<file path="config.mk">
export PLATFORM = sky130hd
export DESIGN_NAME = hsp_ctrl
export DESIGN_NICKNAME = d
export VERILOG_FILES = /design/src/rtl/hsp_pkg.sv /design/src/rtl/hsp_timer.sv /design/src/rtl/hsp_edge.sv /design/src/rtl/hsp_ctrl.sv
export SDC_FILE = /design/constraint.sdc
export NUM_CORES = 1
export LEC_CHECK = 0
export ABC_AREA = 1
export BUFFER_PORTS_ARGS = -buffer_cell sky130_fd_sc_hd__buf_4
export CORE_MARGIN = 8
export CORE_UTILIZATION = 52
export CTS_CLUSTER_DIAMETER = 60
export DETAILED_ROUTE_END_ITERATION = 10
export HOLD_SLACK_MARGIN = 0.02
export PLACE_DENSITY = 0.9
export SLEW_MARGIN = 20
export SYNTH_ARGS = -nofsm -noshare
export SYNTH_HDL_FRONTEND = slang
export SYNTH_SLANG_ARGS = --single-unit
</file>
<file path="constraint.sdc">
create_clock -name clk_i -period 2 [get_ports clk_i]
set_input_delay 0.4 -clock clk_i [delete_from_list [all_inputs] [get_ports clk_i]]
set_output_delay 0.4 -clock clk_i [all_outputs]
set_load 0.03 [all_outputs]
</file>
<file path="src/rtl/hsp_pkg.sv">
package hsp_pkg;
  localparam int PORT_W = 16;
  localparam int BYTE_W = 8;
  localparam int OFF_W  = 4;

  localparam logic [OFF_W-1:0] OFF_STRB  = 4'd0;
  localparam logic [OFF_W-1:0] OFF_RESET = 4'd1;
  localparam logic [OFF_W-1:0] OFF_AUX   = 4'd7;
  localparam logic [OFF_W-1:0] OFF_LO    = 4'd8;
  localparam logic [OFF_W-1:0] OFF_HI    = 4'd9;
  localparam logic [OFF_W-1:0] OFF_HI_DS = 4'd10;

  localparam logic [BYTE_W-1:0] PORT_ID = 8'd3;

  // Interface-ready value: strobe idle and peripheral ready.
  function automatic logic fn_ready(input logic strb, input logic rdy);
    return !strb && rdy;
  endfunction

  // Status byte: every line reported as "asserted" (low-true or healthy).
  function automatic logic [BYTE_W-1:0] fn_stat(input logic [1:0] stat,
                                                input logic attn_n,
                                                input logic health,
                                                input logic ok_lvl);
    return {4'b0000, (health == ok_lvl), !attn_n, !stat[1], !stat[0]};
  endfunction

  // Data line drive with selectable polarity.
  function automatic logic [PORT_W-1:0] fn_drive(input logic [PORT_W-1:0] q,
                                                 input logic inv);
    return q ^ {PORT_W{inv}};
  endfunction

  function automatic logic fn_data_off(input logic [OFF_W-1:0] a);
    return (a == OFF_LO) || (a == OFF_HI) || (a == OFF_HI_DS);
  endfunction
endpackage

</file>
<file path="src/rtl/hsp_timer.sv">
module hsp_timer #(
  parameter int LEN = 8
) (
  input  logic clk_i,
  input  logic rst_ni,
  input  logic start_i,
  input  logic cancel_i,
  output logic busy_o,
  output logic done_o
);
  localparam int CNT_W = $clog2(LEN + 1);
  localparam logic [CNT_W-1:0] LOAD = CNT_W'(LEN);
  localparam logic [CNT_W-1:0] ONE  = CNT_W'(1);

  logic [CNT_W-1:0] cnt_q;

  always_ff @(posedge clk_i or negedge rst_ni) begin
    if (!rst_ni)            cnt_q <= '0;
    else if (cancel_i)      cnt_q <= '0;
    else if (start_i)       cnt_q <= LOAD;
    else if (cnt_q != '0)   cnt_q <= cnt_q - ONE;
  end

  assign busy_o = (cnt_q != '0);
  assign done_o = (cnt_q == ONE) && !start_i && !cancel_i;
endmodule

</file>
<file path="src/rtl/hsp_edge.sv">
module hsp_edge (
  input  logic clk_i,
  input  logic rst_ni,
  input  logic lvl_i,
  output logic rise_o,
  output logic fall_o
);
  logic lvl_q;

  always_ff @(posedge clk_i or negedge rst_ni) begin
    if (!rst_ni) lvl_q <= 1'b1;
    else         lvl_q <= lvl_i;
  end

  assign rise_o = !lvl_q && lvl_i;
  assign fall_o = lvl_q && !lvl_i;
endmodule

</file>
<file path="src/rtl/hsp_ctrl.sv">
module hsp_ctrl
  import hsp_pkg::*;
#(
  parameter int DLY_CYC = 8,
  parameter int RST_CYC = 16
) (
  input  logic              clk_i,
  input  logic              rst_ni,
  input  logic [OFF_W-1:0]  host_addr_i,
  input  logic              host_wr_i,
  input  logic              host_rd_i,
  input  logic [BYTE_W-1:0] host_wdata_i,
  output logic [BYTE_W-1:0] host_rdata_o,
  output logic [PORT_W-1:0] dout_o,
  input  logic [PORT_W-1:0] din_i,
  output logic              strb_o,
  output logic              dir_o,
  output logic              prst_n_o,
  output logic [1:0]        aux_lo_o,
  input  logic              flag_rdy_i,
  input  logic [1:0]        stat_in_i,
  input  logic              attn_n_i,
  input  logic              health_i,
  input  logic              health_ok_lvl_i,
  input  logic              dout_inv_i,
  input  logic              dout_clr_en_i
);
  localparam int NBYTE = PORT_W / BYTE_W;

  // Named decode events
  logic wr_strb_w, ifc_rst_w, wr_aux_w, wr_ds_w, wr_data_w, rd_data_w, rd_start_w;
  logic dly_done_w, dly_busy_w, rst_busy_w, rst_done_w;
  logic flag_rise_w, flag_fall_w, strb_set_w;
  logic [NBYTE-1:0] wr_byte_w;
  logic [NBYTE-1:0] rd_byte_w;

  assign wr_strb_w  = host_wr_i && (host_addr_i == OFF_STRB);
  assign ifc_rst_w  = host_wr_i && (host_addr_i == OFF_RESET);
  assign wr_aux_w   = host_wr_i && (host_addr_i == OFF_AUX);
  assign wr_ds_w    = host_wr_i && (host_addr_i == OFF_HI_DS);
  assign wr_data_w  = host_wr_i && fn_data_off(host_addr_i);
  assign rd_data_w  = host_rd_i && !host_wr_i && fn_data_off(host_addr_i);
  assign rd_start_w = host_rd_i && !host_wr_i && (host_addr_i == OFF_HI_DS);
  assign wr_byte_w  = {host_wr_i && ((host_addr_i == OFF_HI) || (host_addr_i == OFF_HI_DS)),
                       host_wr_i && (host_addr_i == OFF_LO)};
  assign rd_byte_w  = {host_addr_i == OFF_HI, host_addr_i == OFF_LO};

  hsp_timer #(.LEN(DLY_CYC)) u_dly (
    .clk_i(clk_i), .rst_ni(rst_ni), .start_i(wr_ds_w), .cancel_i(ifc_rst_w),
    .busy_o(dly_busy_w), .done_o(dly_done_w)
  );

  hsp_timer #(.LEN(RST_CYC)) u_prst (
    .clk_i(clk_i), .rst_ni(rst_ni), .start_i(ifc_rst_w), .cancel_i(1'b0),
    .busy_o(rst_busy_w), .done_o(rst_done_w)
  );

  hsp_edge u_flag (
    .clk_i(clk_i), .rst_ni(rst_ni), .lvl_i(flag_rdy_i),
    .rise_o(flag_rise_w), .fall_o(flag_fall_w)
  );

  assign strb_set_w = wr_strb_w || rd_start_w || dly_done_w;
  assign prst_n_o   = !rst_busy_w;

  // Strobe: interface reset > set request > ready-to-busy clear
  logic strb_q;
  always_ff @(posedge clk_i or negedge rst_ni) begin
    if (!rst_ni)          strb_q <= 1'b0;
    else if (ifc_rst_w)   strb_q <= 1'b0;
    else if (strb_set_w)  strb_q <= 1'b1;
    else if (flag_fall_w) strb_q <= 1'b0;
  end
  assign strb_o = strb_q;

  // Direction line
  logic dir_q;
  always_ff @(posedge clk_i or negedge rst_ni) begin
    if (!rst_ni)        dir_q <= 1'b1;
    else if (wr_data_w) dir_q <= 1'b0;
    else if (rd_data_w) dir_q <= 1'b1;
  end
  assign dir_o = dir_q;

  // Auxiliary drives
  logic [1:0] aux_q;
  always_ff @(posedge clk_i or negedge rst_ni) begin
    if (!rst_ni)       aux_q <= '0;
    else if (wr_aux_w) aux_q <= host_wdata_i[1:0];
  end
  assign aux_lo_o = aux_q;

  // Byte lanes: output latch and input capture
  logic [PORT_W-1:0] dout_q, din_q;
  for (genvar b = 0; b < NBYTE; b++) begin : g_lane
    always_ff @(posedge clk_i or negedge rst_ni) begin
      if (!rst_ni)                          dout_q[b*BYTE_W +: BYTE_W] <= '0;
      else if (ifc_rst_w && dout_clr_en_i)  dout_q[b*BYTE_W +: BYTE_W] <= '0;
      else if (wr_byte_w[b])                dout_q[b*BYTE_W +: BYTE_W] <= host_wdata_i;
    end
    always_ff @(posedge clk_i or negedge rst_ni) begin
      if (!rst_ni)          din_q[b*BYTE_W +: BYTE_W] <= '0;
      else if (flag_rise_w) din_q[b*BYTE_W +: BYTE_W] <= din_i[b*BYTE_W +: BYTE_W];
    end
  end
  assign dout_o = fn_drive(dout_q, dout_inv_i);

  // Read mux
  always_comb begin
    host_rdata_o = '0;
    unique case (1'b1)
      host_addr_i == OFF_STRB:  host_rdata_o = {7'b0, fn_ready(strb_q, flag_rdy_i)};
      host_addr_i == OFF_RESET: host_rdata_o = PORT_ID;
      host_addr_i == OFF_AUX:   host_rdata_o = fn_stat(stat_in_i, attn_n_i, health_i,
                                                       health_ok_lvl_i);
      rd_byte_w[0]:             host_rdata_o = din_q[BYTE_W-1:0];
      rd_byte_w[1]:             host_rdata_o = din_q[PORT_W-1:BYTE_W];
      default:                  host_rdata_o = '0;
    endcase
  end

  logic unused_w;
  assign unused_w = ^{dly_busy_w, rst_done_w, host_wdata_i[7:2]};
endmodule

</file>
==> impl_metrics.csv, run 1 <==
group,metric,value,unit
sta,holdWs,95.9,ps
pwr,p_comb_frac,0.400,
sta,fin_tns_setup,0,ps
layout,fin_nets,395,
floorplan,start_util,0.527,
routing,drt_iter0_drc,61,
setup_path,start_kind,"flip-flop",
clock_network,cts-buffers-inserted,5,
setup_path,required,1600,ps
layout,fillers,367,
pwr,p_seq_frac,0.418,
sta,fin_skew,3.65,ps
setup_path,rr_startpoint,"u_prst.cnt_q[0]$_DFFE_PN0P_",
clock_network,clk_pin_slew,80,ps
floorplan,io_pins,69,
synth,yosys_warnings,0,
synth,syn_avg_cell_area,8.72,µm²
synth,syn_area,2420,µm²
sta,finalCritPeriodShare,0.936,
place,dp_hpwl,4610,µm
sta,relSlewSlack,0.617,
setup_path,crit_path_top_delay_cell,"dfrtp_1",
sta,setup_ws,128,ps
routing,detail_route.wl_per_cell,14.3,µm
worst_hold_path,hp-class,"input pin to async pin",
pwr,power_leakage,0.00172,µW
routing,drc,0,
clock_network,cts.sinks,46,
pwr,pwr-share-clk,0.181,
pwr,swShare,0.379,
floorplan,row_count,25,
place,io_buffers,68,
synth,synth_top_cell_by_area,"dfrtp_1",
place,dpl_cell_area,2990,µm²
global_route,grt_max_degree,47,
layout,syn_to_final_growth,27.6,%
setup_path,max_stage_delay,400,ps
place,dp_worst_setup_slack,242,ps
synth,synth-seq-cells,46,
sta,setup_viol,0,
setup_path,crit_type,"flip-flop to output port",
floorplan,die_y,84.3,µm
routing,routed-via-count,2062,
pwr,power.switching,1210,µW
clock_network,cts_root_buf,"clkbuf_8",
synth,synth_top_area_share,0.454,
layout,drive_gt1_frac,0.317,
global_route,antenna_found_initial,0,
synth,synth.yosys.seq_area_share,0.476,
layout,final_common_cell,"nand2_1",
layout,finish.instance_area,3090,µm²
setup_path,worst-r2r-cell-count,6,
place,globalplace.congestion,0.765,
floorplan,die_w,84.3,µm
synth,syn_inst,278,
layout,n_antenna_cell,0,
status,status,"complete, no violations",
global_route,gr-total-overflow,0,
setup_path,crit_family,"flip-flops",
global_route,grt_pass1_wl,9880,µm
clock_network,worstSkewPairLatency,300,ps
pwr,peakVddDrop,0.849,mV
setup_path,cp_num_buf_inv,3,
floorplan,core,4600,µm²
global_route,grtUsageTotal,0.167,
setup_path,cp_data_arrival_time,1470,ps
setup_path,crit_fanout,4,
synth,yosysUniqueCellTypes,25,
pwr,power.density,1030,nW/µm²
clock_network,cts_tree,"done",
sta,maxSlewViolCount,0,
sta,final-hold-violation-count,0,
routing,dr.pass1.iters,4,
setup_path,worstPathCellList,"inv_1 > ha_1 > nand3b_1 > inv_1 > buf_4",
layout,final_cell_mix,"nand2_1, buf_4, dfrtp_1, inv_1, nand3_1",
pwr,internal_power,1990,µW
synth,syn_nets,321,
routing,ant_nets,0,
floorplan,die_area,7100,µm²
sta,worst_pin_slew,575,ps
setup_path,r2r_slack,630,ps
setup_path,reg2reg_to,"u_prst.cnt_q[1]$_DFFE_PN0P_",
setup_path,endpoint_kind,"output port",
sta,period_needed,1870,ps
routing,routed_wl,5820,µm
clock_network,h-tree-depth,2,
routing,vias_per_cell,5.07,
clock_network,clk_path_buf_depth,2,
sta,clock.fmax,534,MHz
global_route,grt_pass1_vias,2224,
sta,rsz0062_at_grt,"no",
setup_path,crit_top_cell,"inv_1",
clock_network,cts_hold_buffers,0,
run,cap_viol_max_count,0,
synth,yosys-top-cells-area,"dfrtp_1, nand2_1, mux2_2",
synthesized netlist by cell type (all sizes together):
| library cell | count |
|---|---|
| nor3 | 2 |
| nand4 | 4 |
| inv | 33 |
| dfrtp | 44 |
| nand3 | 26 |
| a21oi | 7 |
| xor2 | 18 |
| buf | 6 |
| ha | 3 |
| xnor2 | 2 |
| nor3b | 1 |
| nand3b | 1 |
| dfstp | 2 |
| o211ai | 2 |
| nor2 | 13 |
| mux2 | 16 |
| nand2 | 96 |
| o21ai | 2 |
metal layers:
| layer | track usage | up-vias | wire length [µm] |
|---|---|---|---|
| met3 | 0.0755 | 6 | 602 |
| met4 | 0.0628 | 0 | 69 |
| met2 | 0.284 | 81 | 2930 |
| met1 | 0.176 | 956 | 2220 |
| li1 | - | 1019 | - |
| met5 | 0 | - | 0 |
layout make-up:
cell class	instances	area, µm²	area share
multi-input combinational	193	1110	0.358
sequential	46	1150	0.373
clock buffer	7	86.3	0.0279
inverter	33	124	0.0401
timing repair buffer	73	548	0.177
clock inverter	1	5.00	0.00162
tap	54	67.6	0.0219
timing repair:
item / 4_1_cts / 5_1_grt
setup buffers: 0 / 2
hold endpoints to repair: 0 / 0
resized for setup: 0 / 0
setup endpoints to repair: 0 / 1
through the flow:
stage / cells / power [µW] / utilization
after floorplan: 278 / 2180 / -
after global placement: 397 / 2550 / 0.649
after detailed placement: 397 / 2630 / 0.649
after CTS: 405 / 3210 / 0.669
after global routing: 407 / 3410 / 0.672
final: 407 / 3200 / 0.672
power groups by stage:
stage | Clock [µW] | Sequential, µW | Combinational [µW]
after detailed placement | 0 | 1350 | 1270
after CTS | 597 | 1340 | 1280
after floorplan | 0 | 1360 | 821
final | 580 | 1340 | 1280
after global placement | 0 | 1340 | 1210
after global routing | 632 | 1370 | 1410
logic make-up (layout without fill, tap and decap cells):
| kind of cell | count (synthesis) | count (layout) | synth area share |
|---|---|---|---|
| fa+ha+maj | 3 | 3 | 0.0155 |
| simple gates | 143 | 143 | 0.270 |
| mux | 16 | 16 | 0.0743 |
| buf+inv | 39 | 114 | 0.0671 |
| compound gates | 11 | 11 | 0.0248 |
| flops | 46 | 46 | 0.476 |
| xor+xnor | 20 | 20 | 0.0723 |
state kept, by name (all words and copies together), names as in the netlist:
register	cells
din_q	16
dout_q	16
u_prst.cnt_q	5
u_dly.cnt_q	4
aux_lo_o	2
dir_o	1
strb_o	1
u_flag.lvl_q	1
worst reg2reg max path, cell delays in order (launching register included):
cell and delay, ps:
dfrtp_1 400, inv_1 100, ha_1 210, nand3b_1 180
buf_4 180, o21ai_0 140, a21oi_1 60
worst max path at each step:
stage	startpoint	end	slack (ps)	cells after the start
2_1_floorplan	dout_inv_i	dout_o[10]	230	3
3_3_place_gp	host_addr_i[1]	host_rdata_o[3]	290	7
3_5_place_dp	host_addr_i[1]	host_rdata_o[3]	240	7
4_1_cts	u_prst.cnt_q[0]$_DFFE_PN0P_	prst_n_o	90	5
5_1_grt	u_prst.cnt_q[0]$_DFFE_PN0P_	prst_n_o	50	5
6_report	u_prst.cnt_q[0]$_DFFE_PN0P_	prst_n_o	130	5
Power figures use the tool's default switching activity.
==> inputs of run 2 (changes only) <==
--- a/config.mk
+++ b/config.mk
@@ -9,2 +9,3 @@
 export BUFFER_PORTS_ARGS = -buffer_cell sky130_fd_sc_hd__buf_4
+export CORE_ASPECT_RATIO = 1.1
 export CORE_MARGIN = 8
@@ -15,3 +16,2 @@
 export PLACE_DENSITY = 0.9
-export SLEW_MARGIN = 20
 export SYNTH_ARGS = -nofsm -noshare
--- a/constraint.sdc
+++ b/constraint.sdc
@@ -3,2 +3,2 @@
 set_output_delay 0.4 -clock clk_i [all_outputs]
-set_load 0.03 [all_outputs]
+set_load 0.02 [all_outputs]
==> run 2 against run 1 <==
  * Global-route usage up 0.10 points
  * Die area barely moved
  * First-iteration DRC count grew 34%
  * Count of clock-buffer cells in the layout increased by 1
  * Routed wire length shrank 2.3%
  * Sequential share of layout area down 0.17 points
  * Sequential power about the same
==> impl_metrics.csv, run 2 (synthesis results as in run 1) <==
group,metric,value,unit
layout,final_cell_mix,"nand2_1, buf_4, dfrtp_1, inv_1, nand3_1",
floorplan,die_y,87.6,µm
global_route,grtUsageTotal,0.168,
floorplan,core,4550,µm²
pwr,power,3140,µW
floorplan,die_w,81.1,µm
global_route,grt_max_degree,47,
sta,setup_viol,0,
place,io_buffers,68,
global_route,antenna_found_initial,0,
routing,routed_wl,5690,µm
place,globalplace.congestion,0.828,
setup_path,worstPathCellList,"inv_1 > ha_1 > nand3b_1 > inv_1 > buf_4",
place,dp_cells,400,
sta,rsz0062_at_grt,"no",
sta,clock.fmax,535,MHz
clock_network,clk_path_buf_depth,2,
sta,fin_tns_setup,0,ps
clock_network,cts_tree,"done",
worst_hold_path,hp-class,"input pin to async pin",
setup_path,start_kind,"flip-flop",
pwr,power.density,1010,nW/µm²
clock_network,cts.sinks,46,
layout,drive_gt1_frac,0.318,
sta,final-hold-violation-count,0,
routing,drc,0,
sta,fin_skew,4.81,ps
pwr,power_leakage,0.00172,µW
sta,period_needed,1870,ps
routing,dr.pass1.iters,4,
clock_network,cts_root_buf,"clkbuf_8",
setup_path,crit_type,"flip-flop to output port",
clock_network,worstSkewPairLatency,300,ps
pwr,peakVddDrop,0.576,mV
routing,vias_per_cell,5.07,
global_route,grt_pass1_wl,9510,µm
routing,drt_iter0_drc,82,
status,status,"complete, no violations",
setup_path,required,1600,ps
setup_path,crit_path_top_delay_cell,"dfrtp_1",
place,dp_hpwl,4480,µm
setup_path,crit_top_cell,"inv_1",
layout,n_antenna_cell,0,
sta,worst_pin_slew,586,ps
clock_network,cts_resized,0,
setup_path,critPathLaunch,"u_prst.cnt_q[0]$_DFFE_PN0P_",
clock_network,cts_hold_buffers,0,
routing,ant_nets,0,
clock_network,h-tree-depth,2,
layout,reg_top3,"din_q: 16 flops, dout_q: 16 flops, u_prst.cnt_q: 5 flops",
global_route,grt_pass1_vias,2162,
clock_network,clk_pin_slew,80,ps
setup_path,rr_startpoint,"u_flag.lvl_q$_DFF_PN1_",
setup_path,max_stage_delay,400,ps
layout,final_cells,408,
sta,finalCritPeriodShare,0.935,
layout,final_common_cell,"nand2_1",
floorplan,start_util,0.532,
sta,maxSlewViolCount,0,
setup_path,cp_data_arrival_time,1470,ps
setup_path,endpoint_kind,"output port",
routing,routed-via-count,2070,
routing,detail_route.wl_per_cell,13.9,µm
clock_network,cts-buffers-inserted,5,
clock_network,cts_setup_buffers,0,
layout,syn_to_final_growth,28.1,%
layout,fin_nets,394,
floorplan,io_pins,69,
sta,relSlewSlack,0.610,
global_route,gr-total-overflow,0,
floorplan,row_count,26,
run,cap_viol_max_count,0,
setup_path,crit_fanout,6,
floorplan,die_area,7100,µm²
## run 2: cell type report
| type | count | area [µm²] |
|---|---|---|
| timing repair buffer | 72 | 541 |
| tap | 56 | 70.1 |
| multi-input combinational | 193 | 1110 |
| sequential | 46 | 1150 |
| fill | 354 | 1450 |
| clock buffer | 8 | 110 |
| inverter | 33 | 124 |
## run 2: through the flow
stage	instance area (µm²)	utilization	setup slack, ps	hold WS [ps]
floorplan	2420	-	367	104
global placement	3000	0.658	302	435
detailed placement	3000	0.658	200	442
CTS	3110	0.682	109	111
global route	3110	0.682	3.83	139
finish	3110	0.682	130	92.3
## run 2: worst paths after layout
| check | endpoint | slack (ps) | cells past startpoint |
|---|---|---|---|
| max reg2reg | din_q[9]$_DFFE_PN0P_ | 670 | 4 |
| min | dout_q[10]$_DFFE_PN0P_ | 90 | 1 |
| max in group asynchronous | dout_q[6]$_DFFE_PN0P_ | 1510 | 1 |
| max | prst_n_o | 130 | 5 |
| min in group clk_i | u_flag.lvl_q$_DFF_PN1_ | 220 | 1 |
| min reg2reg | aux_lo_o[1]$_DFFE_PN0P_ | 490 | 2 |
## run 2: worst max-delay path: cells and delay by family (launching register included)
| kind | cells | cell delay [ps] |
|---|---|---|
| adder cells (fa/ha/maj) | 1 | 210 |
| buffers and inverters | 3 | 340 |
| flip-flops | 1 | 400 |
| AND/OR/NAND/NOR | 1 | 210 |
## run 2: routing by layer
metal	global-route usage	routed length, µm
met3	0.0678	607
met1	0.177	2130
met5	0	0
met2	0.296	2880
met4	0.0537	65
## run 2: power breakdown
group | switching, µW | internal [µW] | leakage (µW)
clock network | 301 | 349 | 0.0000575
registers | 162 | 1180 | 0.000558
logic | 636 | 514 | 0.00111
